**config.mk**
```make
export PLATFORM = sky130hd
export DESIGN_NAME = bus_unhang_seq
export DESIGN_NICKNAME = d
export VERILOG_FILES = /design/src/rtl/unhang_pkg.sv /design/src/rtl/unhang_sync.sv /design/src/rtl/unhang_phase_timer.sv /design/src/rtl/unhang_stretch_wdt.sv /design/src/rtl/bus_unhang_seq.sv
export SDC_FILE = /design/constraint.sdc
export NUM_CORES = 1
export LEC_CHECK = 0
export BUFFER_PORTS_ARGS = -buffer_cell sky130_fd_sc_hd__clkbuf_2
export CAP_MARGIN = 20
export CELL_PAD_IN_SITES_DETAIL_PLACEMENT = 0
export CELL_PAD_IN_SITES_GLOBAL_PLACEMENT = 1
export CORE_ASPECT_RATIO = 1.1
export CORE_MARGIN = 1.5
export CORE_UTILIZATION = 35
export CTS_BUF_LIST = sky130_fd_sc_hd__clkbuf_8
export DETAILED_ROUTE_END_ITERATION = 6
export PLACE_DENSITY_LB_ADDON = 0.12
export SKIP_CTS_REPAIR_TIMING = 1
export SYNTH_ARGS = -nofsm -noshare
export SYNTH_HDL_FRONTEND = slang
export SYNTH_HIERARCHICAL = 1
export SYNTH_SLANG_ARGS = --single-unit
```
**constraint.sdc**
```tcl
create_clock -name clk_i -period 3.6 [get_ports clk_i]
set_input_delay 0.18 -clock clk_i [delete_from_list [all_inputs] [get_ports clk_i]]
set_output_delay 0.18 -clock clk_i [all_outputs]
set_load 0.01 [all_outputs]
```
**src/rtl/unhang_pkg.sv**
```systemverilog
package unhang_pkg;
  typedef enum logic [2:0] {
    ST_IDLE,
    ST_PULSE_LO,
    ST_PULSE_HI,
    ST_STOP_SCL,
    ST_STOP_SDA,
    ST_STOP_HI
  } state_e;
endpackage

```
**src/rtl/unhang_sync.sv**
```systemverilog
module unhang_sync #(
  parameter int  STAGES    = 2,
  parameter bit  RESET_VAL = 1'b1
) (
  input  logic clk_i,
  input  logic rst_ni,
  input  logic d_i,
  output logic q_o
);
  generate
    if (STAGES == 0) begin : g_pass
      assign q_o = d_i;
    end else begin : g_flops
      logic [STAGES-1:0] sr_q;
      always_ff @(posedge clk_i or negedge rst_ni) begin
        if (!rst_ni) sr_q <= {STAGES{RESET_VAL}};
        else if (STAGES == 1) sr_q <= d_i;
        else sr_q <= {sr_q[STAGES-2:0], d_i};
      end
      assign q_o = sr_q[STAGES-1];
    end
  endgenerate
endmodule

```
**src/rtl/unhang_phase_timer.sv**
```systemverilog
module unhang_phase_timer #(
  parameter int W = 8
) (
  input  logic         clk_i,
  input  logic         rst_ni,
  input  logic         clr_i,
  input  logic         en_i,
  input  logic [W-1:0] half_i,
  output logic         mid_o,
  output logic         last_o
);
  logic [W-1:0] cnt_q;

  assign last_o = en_i && (cnt_q == half_i - W'(1));
  assign mid_o  = en_i && (cnt_q == (half_i >> 1));

  always_ff @(posedge clk_i or negedge rst_ni) begin
    if (!rst_ni)             cnt_q <= '0;
    else if (clr_i || last_o) cnt_q <= '0;
    else if (en_i)           cnt_q <= cnt_q + W'(1);
  end
endmodule

```
**src/rtl/unhang_stretch_wdt.sv**
```systemverilog
module unhang_stretch_wdt #(
  parameter int W = 8
) (
  input  logic         clk_i,
  input  logic         rst_ni,
  input  logic         watch_i,
  input  logic [W-1:0] limit_i,
  output logic         expired_o
);
  logic [W-1:0] cnt_q;

  assign expired_o = watch_i && (cnt_q == limit_i);

  always_ff @(posedge clk_i or negedge rst_ni) begin
    if (!rst_ni)              cnt_q <= '0;
    else if (!watch_i)        cnt_q <= '0;
    else if (cnt_q != limit_i) cnt_q <= cnt_q + W'(1);
  end

  assert_wdt_clear_R8: assert property (@(posedge clk_i) disable iff (!rst_ni)
    !watch_i |=> !expired_o);
endmodule

```
**src/rtl/bus_unhang_seq.sv**
```systemverilog
module bus_unhang_seq
  import unhang_pkg::*;
#(
  parameter int PULSES      = 9,
  parameter int DIV_W       = 8,
  parameter int TO_W        = 8,
  parameter int SYNC_STAGES = 2
) (
  input  logic             clk_i,
  input  logic             rst_ni,
  input  logic             req_i,
  input  logic [DIV_W-1:0] half_period_i,
  input  logic [TO_W-1:0]  stretch_limit_i,
  input  logic             scl_i,
  input  logic             sda_i,
  output logic             scl_drive_low_o,
  output logic             sda_drive_low_o,
  output logic             busy_o,
  output logic             done_o,
  output logic             fail_o
);
  localparam int PC_W = $clog2(PULSES + 1);

  state_e          state_q, state_d;
  logic [PC_W-1:0] pulse_q, pulse_d;
  logic            seen_q, seen_d;
  logic            done_d, fail_d;
  logic            scl_s, sda_s;
  logic            scl_rel, t_en, t_clr, t_mid, t_last, wdt_exp;

  unhang_sync #(.STAGES(SYNC_STAGES), .RESET_VAL(1'b1)) u_scl_sync (
    .clk_i(clk_i), .rst_ni(rst_ni), .d_i(scl_i), .q_o(scl_s));
  unhang_sync #(.STAGES(SYNC_STAGES), .RESET_VAL(1'b1)) u_sda_sync (
    .clk_i(clk_i), .rst_ni(rst_ni), .d_i(sda_i), .q_o(sda_s));

  // SCL released by us: timer advances only once the line reads high
  assign scl_rel = (state_q == ST_PULSE_HI) || (state_q == ST_STOP_HI);
  assign t_clr   = (state_q == ST_IDLE);
  assign t_en    = !t_clr && (!scl_rel || scl_s);

  unhang_phase_timer #(.W(DIV_W)) u_timer (
    .clk_i(clk_i), .rst_ni(rst_ni), .clr_i(t_clr), .en_i(t_en),
    .half_i(half_period_i), .mid_o(t_mid), .last_o(t_last));

  unhang_stretch_wdt #(.W(TO_W)) u_wdt (
    .clk_i(clk_i), .rst_ni(rst_ni), .watch_i(scl_rel && !scl_s),
    .limit_i(stretch_limit_i), .expired_o(wdt_exp));

  always_comb begin
    state_d = state_q;
    pulse_d = pulse_q;
    seen_d  = seen_q;
    done_d  = 1'b0;
    fail_d  = 1'b0;
    unique case (state_q)
      ST_IDLE: begin
        pulse_d = '0;
        seen_d  = 1'b0;
        if (req_i) state_d = sda_s ? ST_STOP_SCL : ST_PULSE_LO;
      end
      ST_PULSE_LO: begin
        seen_d = 1'b0;
        if (t_last) state_d = ST_PULSE_HI;
      end
      ST_PULSE_HI: begin
        if (t_mid && sda_s) seen_d = 1'b1;
        if (wdt_exp) begin
          state_d = ST_IDLE;
          fail_d  = 1'b1;
        end else if (t_last) begin
          if (seen_q || (t_mid && sda_s)) begin
            state_d = ST_STOP_SCL;
          end else if (pulse_q == PC_W'(PULSES - 1)) begin
            state_d = ST_IDLE;
            fail_d  = 1'b1;
          end else begin
            pulse_d = pulse_q + PC_W'(1);
            state_d = ST_PULSE_LO;
          end
        end
      end
      ST_STOP_SCL: if (t_last) state_d = ST_STOP_SDA;
      ST_STOP_SDA: if (t_last) state_d = ST_STOP_HI;
      ST_STOP_HI: begin
        if (wdt_exp) begin
          state_d = ST_IDLE;
          fail_d  = 1'b1;
        end else if (t_last) begin
          state_d = ST_IDLE;
          done_d  = 1'b1;
        end
      end
      default: state_d = ST_IDLE;
    endcase
  end

  always_ff @(posedge clk_i or negedge rst_ni) begin
    if (!rst_ni) begin
      state_q <= ST_IDLE;
      pulse_q <= '0;
      seen_q  <= 1'b0;
      done_o  <= 1'b0;
      fail_o  <= 1'b0;
    end else begin
      state_q <= state_d;
      pulse_q <= pulse_d;
      seen_q  <= seen_d;
      done_o  <= done_d;
      fail_o  <= fail_d;
    end
  end

  assign busy_o          = (state_q != ST_IDLE);
  assign scl_drive_low_o = (state_q == ST_PULSE_LO) || (state_q == ST_STOP_SCL) ||
                           (state_q == ST_STOP_SDA);
  assign sda_drive_low_o = (state_q == ST_STOP_SDA) || (state_q == ST_STOP_HI);

  assert_idle_released_R1: assert property (@(posedge clk_i) disable iff (!rst_ni)
    !busy_o |-> (!scl_drive_low_o && !sda_drive_low_o));

  assert_skip_to_stop_R2: assert property (@(posedge clk_i) disable iff (!rst_ni)
    (state_q == ST_IDLE && req_i && sda_s) |=> (state_q == ST_STOP_SCL));

  assert_budget_R5: assert property (@(posedge clk_i) disable iff (!rst_ni)
    (pulse_q <= PC_W'(PULSES - 1)));

  assert_sda_under_scl_low_R6: assert property (@(posedge clk_i) disable iff (!rst_ni)
    $rose(sda_drive_low_o) |-> (scl_drive_low_o && $past(scl_drive_low_o)));

  assert_sda_release_is_stop_R6: assert property (@(posedge clk_i) disable iff (!rst_ni)
    ($fell(sda_drive_low_o) && !fail_o) |-> done_o);

  assert_fail_releases_R8: assert property (@(posedge clk_i) disable iff (!rst_ni)
    fail_o |-> (!scl_drive_low_o && !sda_drive_low_o));

  assert_busy_ignores_req_R9: assert property (@(posedge clk_i) disable iff (!rst_ni)
    (busy_o && !done_d && !fail_d) |=> busy_o);

  assert_excl_R10: assert property (@(posedge clk_i) disable iff (!rst_ni)
    !(done_o && fail_o));

  assert_done_single_R10: assert property (@(posedge clk_i) disable iff (!rst_ni)
    done_o |=> !done_o);

  assert_fail_single_R10: assert property (@(posedge clk_i) disable iff (!rst_ni)
    fail_o |=> !fail_o);
endmodule

```
Yosys cells after proc, flatten, opt, wreduce, memory -nomap -nowiden
Index checks and enable logic that the tools add are counted.

cells by class
  reductions and logical operators = 25
  muxes and demuxes = 32
  add/subtract/negate cells = 4
  equality and inequality tests = 22

operator list
  cell                                                                   number
  8-bit 2-to-1 mux                                                       4
  3-bit 2-to-1 mux                                                       8
  3-bit one-hot mux with 6 select lines                                  1
  8-bit by 1-bit adder with 8-bit output, second input constant          2
  8-bit equality test                                                    2
  4-bit 2-to-1 mux                                                       4
  1-bit 2-to-1 mux                                                       10
  2-bit by 1-bit != test with 1-bit output, second input constant        5
  2-bit != test, second input constant                                   5
  8-bit by 7-bit equality test with 1-bit output                         1
  8-bit != test                                                          1
  4-bit one-hot mux with 2 select lines                                  1
  8-bit by 1-bit subtractor with 8-bit output, second input constant     1
  1-bit logical OR                                                       7
  3-bit by 2-bit equality test with 1-bit output, second input constant  2
  3-bit equality test, second input constant                             2
  1-bit logical AND                                                      6
  3-bit by 1-bit != test with 1-bit output, second input constant        2
  6-bit AND reduction                                                    1
  2-bit nonzero test                                                     3
  5-bit AND reduction                                                    1
  4-bit by 1-bit adder with 4-bit output, second input constant          1
  4-bit equality test, second input constant                             1
  2-bit 2-to-1 mux                                                       2
  7 further kinds                                                        10

storage, ports and cells
  bits in registers = 30
  input bits = 21
  output and inout port bits = 5
  word-level logic and storage cells = 92

Logic depth before layout (Yosys ltp)
Gate-level depths: netlist (run 1).

  word-level depth = 12
  gate-level depth with buffers = 12
  gate-level depth less buffers = 10

By module
The synthesis (run 1) kept the hierarchy.

modules (own cells, without submodules)
  module              cells each  instances  area an instance (um^2)
  unhang_phase_timer  80          1          734.5
  bus_unhang_seq      71          1          648.1
  unhang_stretch_wdt  62          1          591.8
  unhang_sync         2           2          52.6

Worst setup path after synthesis (run 1)
No wires, ideal clock.

  path kind = flip-flop to flip-flop
  start point = register state_q[1]
  end point = register pulse_q[3]
  path slack = 735 ps
  library setup time = 77 ps
  cell stages (with the launch flop) = 12
  clock period less this slack = 2,865 ps
  required time = 3,523 ps
  arrival time = 2,788 ps
  path through = dfrtp_1 clkbuf_1 nand3b_1 a21oi_1 nor2_1 clkbuf_1 nand4_1 or3_1 a211oi_4 nand4b_4 or3_1 a21oi_1

RTL lines
  what                                                                                   RTL line                  text
  start, declared                                                                        bus_unhang_seq.sv:24      state_e state_q, state_d;
  start signal, assigned                                                                 bus_unhang_seq.sv:105     state_q <= state_d;
  3-bit by 2-bit equality test with 1-bit output or 3-bit equality test (tied branches)  bus_unhang_seq.sv:37      assign scl_rel = (state_q == ST_PULSE_HI) || (state_q == ST_STOP_HI);
  1-bit logical OR                                                                       bus_unhang_seq.sv:37
  1-bit logical NOT                                                                      bus_unhang_seq.sv:39      assign t_en = !t_clr && (!scl_rel || scl_s);
  1-bit logical OR                                                                       bus_unhang_seq.sv:39
  1-bit logical AND (*)                                                                  bus_unhang_seq.sv:39
  named net t_en                                                                         bus_unhang_seq.sv:29      logic scl_rel, t_en, t_clr, t_mid, t_last, wdt_exp;
  1-bit logical AND (*)                                                                  unhang_phase_timer.sv:14  assign last_o = en_i && (cnt_q == half_i - W'(1));
  named net t_last                                                                       bus_unhang_seq.sv:29
  2-bit by 1-bit != test with 1-bit output (no source line) (*)                          -
  5-bit AND reduction (no source line) (*)                                               -
  end signal, assigned                                                                   bus_unhang_seq.sv:106     pulse_q <= pulse_d;
  end, declared                                                                          bus_unhang_seq.sv:25      logic [PC_W-1:0] pulse_q, pulse_d;

The timed path passes the listed nets; every way through them passes the cells marked *.
A chain may end at the register's enable or synchronous reset.

Worst setup path in the final report (run 1)
  start point = register state_q[0]
  end point = register state_q[1]

RTL lines
  what                                   RTL line                  text
  3-bit logical NOT                      bus_unhang_seq.sv:38      assign t_clr = (state_q == ST_IDLE);
  named net t_clr                        bus_unhang_seq.sv:29
  1-bit logical NOT                      bus_unhang_seq.sv:39
  1-bit logical AND                      bus_unhang_seq.sv:39
  named net t_en                         bus_unhang_seq.sv:29
  1-bit logical AND                      unhang_phase_timer.sv:15  assign mid_o = en_i && (cnt_q == (half_i >> 1));
  named net t_mid                        bus_unhang_seq.sv:29
  1-bit logical AND                      bus_unhang_seq.sv:71      if (seen_q || (t_mid && sda_s)) begin
  1-bit logical OR                       bus_unhang_seq.sv:71
  2-bit 2-to-1 mux                       bus_unhang_seq.sv:71
  3-bit 2-to-1 mux                       bus_unhang_seq.sv:70      end else if (t_last) begin
  3-bit 2-to-1 mux                       bus_unhang_seq.sv:67      if (wdt_exp) begin
  3-bit one-hot mux with 6 select lines  bus_unhang_seq.sv:55      unique case (state_q)

The timed path passes the listed nets, and every way through them passes these cells. The select of a mux whose other input is x is not followed.

==> flow_metrics.env, run 1 <==
export IMPL_layout_drive_gt1_share_pct=23.9
export IMPL_p_clk_share_pct=30.7
export IMPL_drcViolationCount=0
export IMPL_row_count=29
export IMPL_setup_viol=0
export IMPL_synth_warnings=6
export IMPL_wirelength_mm=4.27
export IMPL_yosys_area_top_type="dfrtp_1"
export IMPL_path_common_cell="nor4_1"
export IMPL_synth_cell_types=52
export IMPL_grt_ovfl_total=0
export IMPL_max_freq_mhz=347
export IMPL_hold_viol_final=26
export IMPL_switching_share_pct=34.5
export IMPL_ys_async_sr_fraction_pct=100
export IMPL_ys_flop_type="dfrtp_1"
export IMPL_nNetsFinal=268
export IMPL_dieArea_um2=6410
export IMPL_rsz0062_at_grt="no"
export IMPL_die_x_um=76.5
export IMPL_failed_checks="negative hold slack"
export IMPL_crit_required_ps=3820
export IMPL_critPathMaxFanout=13
export IMPL_synth_edf_count=0
export IMPL_mostFrequentLayoutCell="dfrtp_1"
export IMPL_grt_antenna_before_repair=0
export IMPL_seq_power_share_pct=39.3
export IMPL_vdd_ir_drop_worst_mv=0.154
export IMPL_clock_latency_ps=280
export IMPL_p_sw_uw=378
export IMPL_slew_headroom_pct=49.6
export IMPL_setup_worst_path_start_class="register"
export IMPL_pwr_share_comb_pct=30.0
export IMPL_post_route_period_util_pct=80.1
export IMPL_area_delta_synth_final_pct=15.0
export IMPL_hold_ws_ps=-44.4
export IMPL_port_buffers=25
export IMPL_initial_core_util_pct=36.0
export IMPL_cts_buffers=5
export IMPL_vias=1573
export IMPL_grt_start_max_net_pins=31
export IMPL_h_tree_depth=2
export IMPL_cts_buffer_depth=2
export IMPL_hold_path_class="input port to asynchronous set/reset pin"
export IMPL_dp_hpwl_mm=3.17
export IMPL_status="finished, violations left"
export IMPL_netlist_area_um2=2080
export IMPL_crit_family="simple AND/OR/NAND/NOR gates"
export IMPL_synth_seq_cells=30
export IMPL_nFillCells=595
export IMPL_powerDensity_nw_per_um2=458
export IMPL_synth_nets=243
export IMPL_end_kind="register"
export IMPL_io_pins=26
export IMPL_setup_worst_path_class="register to register"
export IMPL_path_buf_inv=1
export IMPL_grt_pass1_wl_mm=7.35
export IMPL_ant_nets=0
export IMPL_maxCapViolations=0
export IMPL_drv_slew=0
export IMPL_layout_common_cells="dfrtp_1, clkbuf_2, nand2_1"
export IMPL_p_leak_uw=0.00102
export IMPL_routabilityCongestion=0.783
export IMPL_finalSetupTns_ps=0
export IMPL_grt_use_total_pct=14.4
export IMPL_insertedDiodeCount=0
export IMPL_skew_ps=3.19
export IMPL_die_h_um=83.8
export IMPL_numClockSinks=30
export IMPL_multi_input_area_um2=1220
export IMPL_path_cells="or3_1 -> inv_1 -> nor2_1 -> nand3b_1 -> nor4_1 -> a22oi_1 -> o32a_1 -> nor4_1 -> a21o_1"
export IMPL_fin_crit_ps=2880
export IMPL_p_int_uw=718
export IMPL_wl_per_cell_um=13.3
export IMPL_slowest_delay_ps=620
export IMPL_cp_slowest_cell="dfrtp_1"
export IMPL_synthTopCellsByArea="dfrtp_1, xor2_1, xnor2_1"
export IMPL_synth_cells=217
export IMPL_drt_iter0_drc=36
export IMPL_clkSlewWorstSetupHoldPaths_ps=70
export IMPL_worst_pin_slew_ps=757
export IMPL_ff_latch_area_um2=756
export IMPL_firstDrtPassIters=4
export IMPL_avgSynthCellArea_um2=9.58
export IMPL_first_global_vias=1543
export IMPL_viasPerCell=4.92
export IMPL_core_um2=5770
export IMPL_netlist_area_leader_share_pct=31.3
export IMPL_total_power_uw=1100
export IMPL_cp_data_arrival_time_ps=3110
export IMPL_yosysSeqAreaShare_pct=36.3
export IMPL_cts_tree="built"
export IMPL_cts_root_buffer="clkbuf_8"
## power groups by stage
| stage | Combinational (µW) | Sequential, µW | Clock [µW] |
|---|---|---|---|
| global route | 371 | 442 | 363 |
| floorplan | 281 | 400 | 0 |
| global placement | 332 | 439 | 0 |
| CTS | 334 | 432 | 348 |
| detailed placement | 333 | 439 | 0 |
| finish | 329 | 431 | 336 |
## layout make-up
cell class	instances	area share, %
repair buffers	32	7.64
flip-flops and latches	30	31.6
clock inverters	3	1.67
inverters	8	1.26
multi-input cells	165	50.9
clock buffers	5	2.88
well taps	77	4.03
## Yosys cell counts (4+ instances only)
cell type,number
a21oi_2,5
clkbuf_1,8
ha_1,5
mux2i_1,8
nand2b_1,8
inv_1,8
nand3_1,7
dfstp_2,4
nor2_1,11
a21oi_1,5
nand2_1,19
nor3_1,11
xor2_1,17
nand4_1,6
o21ai_0,5
or3_1,5
dfrtp_1,26
xnor2_1,14
## routing by layer
metal	track usage, %	routed length (µm)
met1	18.5	2010
met2	23.9	2050
met3	2.84	143
met4	5.05	61
met5	0	0
## cell families (layout without fill, tap and decap cells)
logic type / Yosys count / count (layout) / synth area share, %
fa+ha+maj: 5 / 5 / 3.01
compound gates: 33 / 33 / 12.8
mux: 8 / 8 / 3.85
simple gates: 87 / 87 / 24.7
flops: 30 / 30 / 36.3
buf+inv: 22 / 48 / 5.11
xor+xnor: 32 / 32 / 14.1
## worst paths after layout
| check | start | endpoint | slack [ps] | cells past startpoint |
|---|---|---|---|---|
| min in group clk_i | req_i | state_q[0] | 310 | 4 |
| min | rst_ni | state_q[1] | -40 | 1 |
| max | state_q[0] | state_q[1] | 720 | 9 |
| min reg2reg | u_sda_sync/g_flops.sr_q[0] | u_sda_sync/g_flops.sr_q[1] | 360 | 0 |
| max in group asynchronous | rst_ni | u_timer/cnt_q[0] | 3160 | 1 |
| max reg2reg | state_q[0] | state_q[1] | 720 | 9 |
## worst reg2reg max path: cells and delay by family (launching register included)
| family | cells | cell delay, ps |
|---|---|---|
| buf+inv | 1 | 200 |
| simple gates | 5 | 1390 |
| flops | 1 | 620 |
| compound gates | 3 | 620 |
## registers in the layout, summed over array words and instances, names as in the netlist
name	cells
u_timer/cnt_q	8
u_wdt/cnt_q	8
pulse_q	4
state_q	3
u_scl_sync/g_flops.sr_q	2
u_sda_sync/g_flops.sr_q	2
done_o	1
fail_o	1
seen_q	1
## per-stage QoR
step                      util, %  instances  setup WS, ps  cell area, µm²  hold WS [ps]
after floorplan                 -        217           735            2080          -116
after global placement       39.2        310           768            2260           268
after detailed placement     39.2        310           717            2260           269
after CTS                    41.1        318           698            2370         -33.1
after global routing         41.4        320           314            2390          23.3
final                        41.4        320           717            2390         -44.4
No activity file was read; power rests on OpenSTA's default activity.
==> run 2, diff against run 1 <==
--- a/config.mk
+++ b/config.mk
@@ -5,6 +5,7 @@
 export SDC_FILE = /design/constraint.sdc
 export NUM_CORES = 1
 export LEC_CHECK = 0
+export ABC_AREA = 1
 export BUFFER_PORTS_ARGS = -buffer_cell sky130_fd_sc_hd__clkbuf_2
 export CAP_MARGIN = 20
 export CELL_PAD_IN_SITES_DETAIL_PLACEMENT = 0
==> constraint.sdc (replaced) <==
create_clock -name clk_i -period 2.39 [get_ports clk_i]
set_input_delay 0.1195 -clock clk_i [delete_from_list [all_inputs] [get_ports clk_i]]
set_output_delay 0.1195 -clock clk_i [all_outputs]
set_load 0.01 [all_outputs]
==> run 2 against run 1 <==
  * The flow now finishes without violations
  * Worst hold slack improved by 270 ps
  * Global-route usage grew 2.4 points
  * First-iteration DRC count up 89%
  * Total power grew 100%
  * Critical endpoint is now pulse_q[0]
  * Synthesized cell count increased by 73%
  * Combinational power rose to 2.7 times the previous value
  * Non-clock buffer count increased by 3
  * Sequential power increased by 56%
  * Final cell count rose by 54%
  * Critical path type unchanged
  * Sequential share of layout area fell by 4.9 points
==> flow_metrics.env, run 2 <==
export IMPL_layout_drive_gt1_share_pct=19.7
export IMPL_drt_iter0_drc=68
export IMPL_ys_flop_type="dfrtp_1"
export IMPL_port_buffers=25
export IMPL_clkSlewWorstSetupHoldPaths_ps=70
export IMPL_netlist_area_leader_share_pct=27.1
export IMPL_initial_core_util_pct=36.2
export IMPL_mostFrequentLayoutCell="nand2_1"
export IMPL_synth_seq_cells=30
export IMPL_instances_no_fill=494
export IMPL_ant_nets=0
export IMPL_p_clk_share_pct=29.1
export IMPL_setup_worst_path_class="register to register"
export IMPL_cts_buffer_depth=2
export IMPL_slew_headroom_pct=48.7
export IMPL_crit_required_ps=2590
export IMPL_firstDrtPassIters=4
export IMPL_synth_common_cells="nand2_1, inv_1, nor2_1"
export IMPL_rsz0062_at_grt="no"
export IMPL_clock_latency_ps=280
export IMPL_synth_nets=401
export IMPL_viasPerCell=4.74
export IMPL_grt_ovfl_total=0
export IMPL_met2WireLength_mm=2.68
export IMPL_worst_pin_slew_ps=770
export IMPL_setup_worst_path_start_class="register"
export IMPL_topRoutingLayerUsed="met4"
export IMPL_cts_buffers=5
export IMPL_synth_most_common_cell="nand2_1"
export IMPL_powerDensity_nw_per_um2=768
export IMPL_insertedDiodeCount=0
export IMPL_dp_cells=481
export IMPL_numClockSinks=30
export IMPL_grt_pass1_wl_mm=9.62
export IMPL_routabilityCongestion=0.765
export IMPL_netlist_area_um2=2400
export IMPL_wl_met1_mm=2.73
export IMPL_wl_per_cell_um=11.7
export IMPL_synth_warnings=6
export IMPL_setup_viol=0
export IMPL_io_pins=26
export IMPL_p_leak_uw=0.00156
export IMPL_wl_met3_um=188
export IMPL_grt_start_max_net_pins=31
export IMPL_yosysSeqAreaShare_pct=31.4
export IMPL_finalSetupTns_ps=0
export IMPL_pwr_share_comb_pct=40.1
export IMPL_synth_cell_types=31
export IMPL_synth_cells=375
export IMPL_vdd_ir_drop_worst_mv=0.507
export IMPL_hold_path_class="input port to register"
export IMPL_post_route_period_util_pct=90.6
export IMPL_dp_hpwl_mm=4.54
export IMPL_cts_root_buffer="clkbuf_8"
export IMPL_ys_async_sr_fraction_pct=100
export IMPL_status="finished, final reports clean"
export IMPL_wirelength_mm=5.78
export IMPL_die_h_um=89.9
export IMPL_end_kind="register"
export IMPL_area_delta_synth_final_pct=18.4
export IMPL_h_tree_depth=2
export IMPL_vias=2342
export IMPL_switching_share_pct=38.4
export IMPL_hold_viol_final=0
export IMPL_drv_slew=0
export IMPL_max_freq_mhz=462
export IMPL_synthTopCellsByArea="dfrtp_1, nand2_1, inv_1"
export IMPL_p_int_uw=1350
export IMPL_cts_tree="built"
export IMPL_avgSynthCellArea_um2=6.41
export IMPL_row_count=31
export IMPL_first_global_vias=2201
export IMPL_top_regs="u_timer/cnt_q (8), u_wdt/cnt_q (8), pulse_q (4)"
export IMPL_dieArea_um2=7370
export IMPL_drcViolationCount=0
export IMPL_skew_ps=6.17
export IMPL_cp_data_arrival_time_ps=2370
export IMPL_yosys_area_top_type="dfrtp_1"
export IMPL_critPathMaxFanout=7
export IMPL_seq_power_share_pct=30.7
export IMPL_die_x_um=82.0
export IMPL_synth_edf_count=0
export IMPL_grt_use_total_pct=16.8
export IMPL_fin_crit_ps=2170
export IMPL_core_um2=6630
export IMPL_p_sw_uw=839
export IMPL_nNetsFinal=437
export IMPL_grt_antenna_before_repair=0
export IMPL_maxCapViolations=0
export IMPL_layout_common_cells="nand2_1, inv_1, nor2_1"
==> run 2: changes by cell type after synthesis, sizes merged, moves of 5 or more <==
cell	previous run	this run
nand3	7	46
mux2i	8	0
inv	8	61
clkbuf	8	2
o21ai	5	14
xnor2	14	5
nand2	19	127
nand2b	8	0
or3	5	0
nor3	12	3
xor2	17	9
nor2	11	54
a21oi	10	2
==> run 2: cell families after synthesis <==
logic type,count (synthesis),share of synthesized area (%)
compound gates,22,5.00
simple gates,237,44.6
buf+inv,67,11.3
flops,30,31.4
fa+ha+maj,5,2.60
xor+xnor,14,5.10
==> run 2: layout make-up <==
class | count | area [µm²]
multi-input cells | 278 | 1400
clock inverters | 2 | 60.1
inverters | 61 | 231
fillers | 734 | 3790
flip-flops and latches | 30 | 759
clock buffers | 6 | 82.6
repair buffers | 35 | 208
well taps | 82 | 103
==> run 2: worst paths after layout <==
check	startpoint	endpoint	depth (start not counted)	slack (ps)
worst max-delay path	state_q[2]	pulse_q[0]	12	220
worst min-delay path	req_i	state_q[2]	5	230
worst max register to register	state_q[2]	pulse_q[0]	12	220
worst min register to register	u_sda_sync/g_flops.sr_q[0]	u_sda_sync/g_flops.sr_q[1]	0	360
max in group asynchronous	rst_ni	state_q[2]	2	1410
min in group asynchronous	rst_ni	u_timer/cnt_q[7]	2	440
==> run 2: stage by stage <==
stage | setup WS [ps] | utilization [%] | power, µW | hold WS, ps | instance area (µm²)
final | 225 | 42.9 | 2190 | 228 | 2850
after global routing | 14.4 | 42.9 | 2350 | 259 | 2850
after CTS | 9.42 | 41.8 | 2160 | -96.7 | 2770
after detailed placement | 16.5 | 39.6 | 1510 | 208 | 2630
after global placement | 77.0 | 39.6 | 1520 | 207 | 2630
after floorplan | 230 | - | 1280 | -176 | 2400
==> run 2: per-layer routing <==
metal / vias up / global-route usage (%)
met5: - / 0
met3: 17 / 2.74
met2: 41 / 27.4
met1: 1045 / 21.1
met4: 0 / 7.91
li1: 1239 / -
==> run 2: worst max-delay path: stages (launching register included) <==
cell      delay, ps
dfrtp_2         470
nor2_4          170
nand2_4          90
a21oi_2         200
nand3_1         150
nor4_2          280
buf_4           170
inv_1            40
nand2_1         120
nor2_2           70
nand3b_2         90
nand2_1          90
o21ai_1         150
==> run 2: power groups by stage <==
| stage | combinational, µW | sequential, µW | clock [µW] |
|---|---|---|---|
| after floorplan | 642 | 640 | 0 |
| after global placement | 847 | 672 | 0 |
| after detailed placement | 834 | 674 | 0 |
| after CTS | 839 | 665 | 657 |
| after global routing | 995 | 682 | 671 |
| final | 878 | 672 | 637 |
==> run 3, diff against run 2 <==
--- a/config.mk
+++ b/config.mk
@@ -12,7 +12,7 @@
 export CELL_PAD_IN_SITES_GLOBAL_PLACEMENT = 1
 export CORE_ASPECT_RATIO = 1.1
 export CORE_MARGIN = 1.5
-export CORE_UTILIZATION = 35
+export CORE_UTILIZATION = 39
 export CTS_BUF_LIST = sky130_fd_sc_hd__clkbuf_8
 export DETAILED_ROUTE_END_ITERATION = 6
 export PLACE_DENSITY_LB_ADDON = 0.12
==> run 3 against run 2 <==
  * Combinational power barely moved
  * Sequential cell count did not move
  * Fmax fell by 2.2%
  * Core utilization rose by 4.7 points
  * Clock skew rose by 0.67 ps
  * Register-to-register slack got worse by 50 ps
  * Global-route usage rose by 1.8 points
  * Setup slack got worse by 49 ps
  * Sequential share of layout area rose by 0.65 points
  * Design area fell by 2.4%
  * Via count fell by 1.5%
  * Critical path type unchanged
  * Largest power group unchanged
==> flow_metrics.env, run 3 (synthesis results as in run 2) <==
export IMPL_status="finished, final reports clean"
export IMPL_wl_per_cell_um=11.5
export IMPL_powerDensity_nw_per_um2=708
export IMPL_worst_pin_slew_ps=766
export IMPL_hold_ws_ps=245
export IMPL_setup_viol=0
export IMPL_firstDrtPassIters=5
export IMPL_rr_worst_depth=16
export IMPL_skew_ps=6.85
export IMPL_viasPerCell=4.73
export IMPL_initial_core_util_pct=41.1
export IMPL_mostFrequentLayoutCell="nand2_1"
export IMPL_place_ws_ps=12.3
export IMPL_cts_root_buffer="clkbuf_8"
export IMPL_vdd_ir_drop_worst_mv=0.522
export IMPL_fin_util_pct=47.5
export IMPL_first_global_vias=2215
export IMPL_drcViolationCount=0
export IMPL_ant_nets=0
export IMPL_io_pins=26
export IMPL_clock_latency_ps=280
export IMPL_end_kind="register"
export IMPL_dp_hpwl_mm=4.42
export IMPL_hold_path_class="input port to register"
export IMPL_setup_worst_path_start_class="register"
export IMPL_core_um2=5840
export IMPL_cts_buffers=5
export IMPL_die_h_um=85.3
export IMPL_clkSlewWorstSetupHoldPaths_ps=70
export IMPL_nFillCells=630
export IMPL_cts_tree="built"
export IMPL_grt_antenna_before_repair=0
export IMPL_grt_use_total_pct=18.6
export IMPL_drv_slew=0
export IMPL_grt_ovfl_total=0
export IMPL_max_freq_mhz=452
export IMPL_port_buffers=25
export IMPL_routabilityCongestion=0.842
export IMPL_die_x_um=77.9
export IMPL_insertedDiodeCount=0
export IMPL_worst_slack_ps=176
export IMPL_cts_buffer_depth=2
export IMPL_grt_start_max_net_pins=31
export IMPL_crit_required_ps=2610
export IMPL_numClockSinks=30
export IMPL_hold_viol_final=0
export IMPL_maxCapViolations=0
export IMPL_layout_drive_gt1_share_pct=19.0
export IMPL_cp_data_arrival_time_ps=2440
export IMPL_instances_no_fill=488
export IMPL_layout_common_cells="nand2_1, inv_1, nor2_1"
export IMPL_hold_depth=5
export IMPL_p_leak_uw=0.00153
export IMPL_setup_worst_path_class="register to register"
export IMPL_area_delta_synth_final_pct=15.6
export IMPL_slew_headroom_pct=48.9
export IMPL_dp_cells=476
export IMPL_post_route_period_util_pct=92.6
export IMPL_fin_crit_ps=2210
export IMPL_wirelength_mm=5.62
export IMPL_top_regs="u_timer/cnt_q (8), u_wdt/cnt_q (8), pulse_q (4)"
export IMPL_vias=2306
export IMPL_dieArea_um2=6640
export IMPL_h_tree_depth=2
export IMPL_nNetsFinal=436
export IMPL_critPathMaxFanout=8
export IMPL_drt_iter0_drc=107
export IMPL_row_count=29
export IMPL_grt_pass1_wl_mm=9.79
[run 3: routing by layer]
| layer | up-vias | track usage (%) | wire length, µm |
|---|---|---|---|
| met3 | 9 | 2.47 | 195 |
| met4 | 0 | 6.61 | 93 |
| li1 | 1238 | - | - |
| met1 | 1019 | 22.2 | 2490 |
| met5 | - | 0 | 0 |
| met2 | 40 | 33.8 | 2850 |
[run 3: worst paths after layout]
path,slack (ps),start,to
min in group asynchronous,440,rst_ni,pulse_q[3]
setup reg to reg,180,state_q[0],pulse_q[3]
hold / removal,240,req_i,state_q[2]
max in group asynchronous,1420,rst_ni,state_q[2]
hold reg to reg,360,u_sda_sync/g_flops.sr_q[0],u_sda_sync/g_flops.sr_q[1]
setup / recovery,180,state_q[0],pulse_q[3]
[run 3: per-stage QoR]
step / instance area (µm²) / setup TNS, ps / power, µW
final: 2780 / 0 / 1970
after CTS: 2720 / -3.82 / 1950
after detailed placement: 2620 / 0 / 1520
after global placement: 2620 / 0 / 1510
after floorplan: 2400 / 0 / 1280
after global routing: 2780 / -95.8 / 2140
[run 3: area by class of cell]
type	count	area [µm²]	share of cell area [%]
Timing Repair Buffer	34	200	7.21
Tap cell	77	96.3	3.47
Sequential cell	30	759	27.3
Inverter	61	231	8.33
Multi-Input combinational cell	278	1400	50.2
Clock buffer	6	82.6	2.97
Clock inverter	2	12.5	0.450
[run 3: critical path, stage by stage, from the launching register on]
cell and delay [ps]:
dfrtp_2 460, nor2_2 90, nand2_4 100, a21oi_2 80, nor2_2 200, nand3_1 100, nor2_1 90, nand3_1 90
nor2_2 90, nand3_2 110, inv_1 130, nand2_1 110, nor2_1 150, nand3b_2 110, nand2_1 120, nand2_1 60
nand2_1 60
[run 3: power by group]
group	internal, µW	switching, µW	total (µW)
clock	231	192	423
sequential	574	88.5	663
combinational	326	555	880
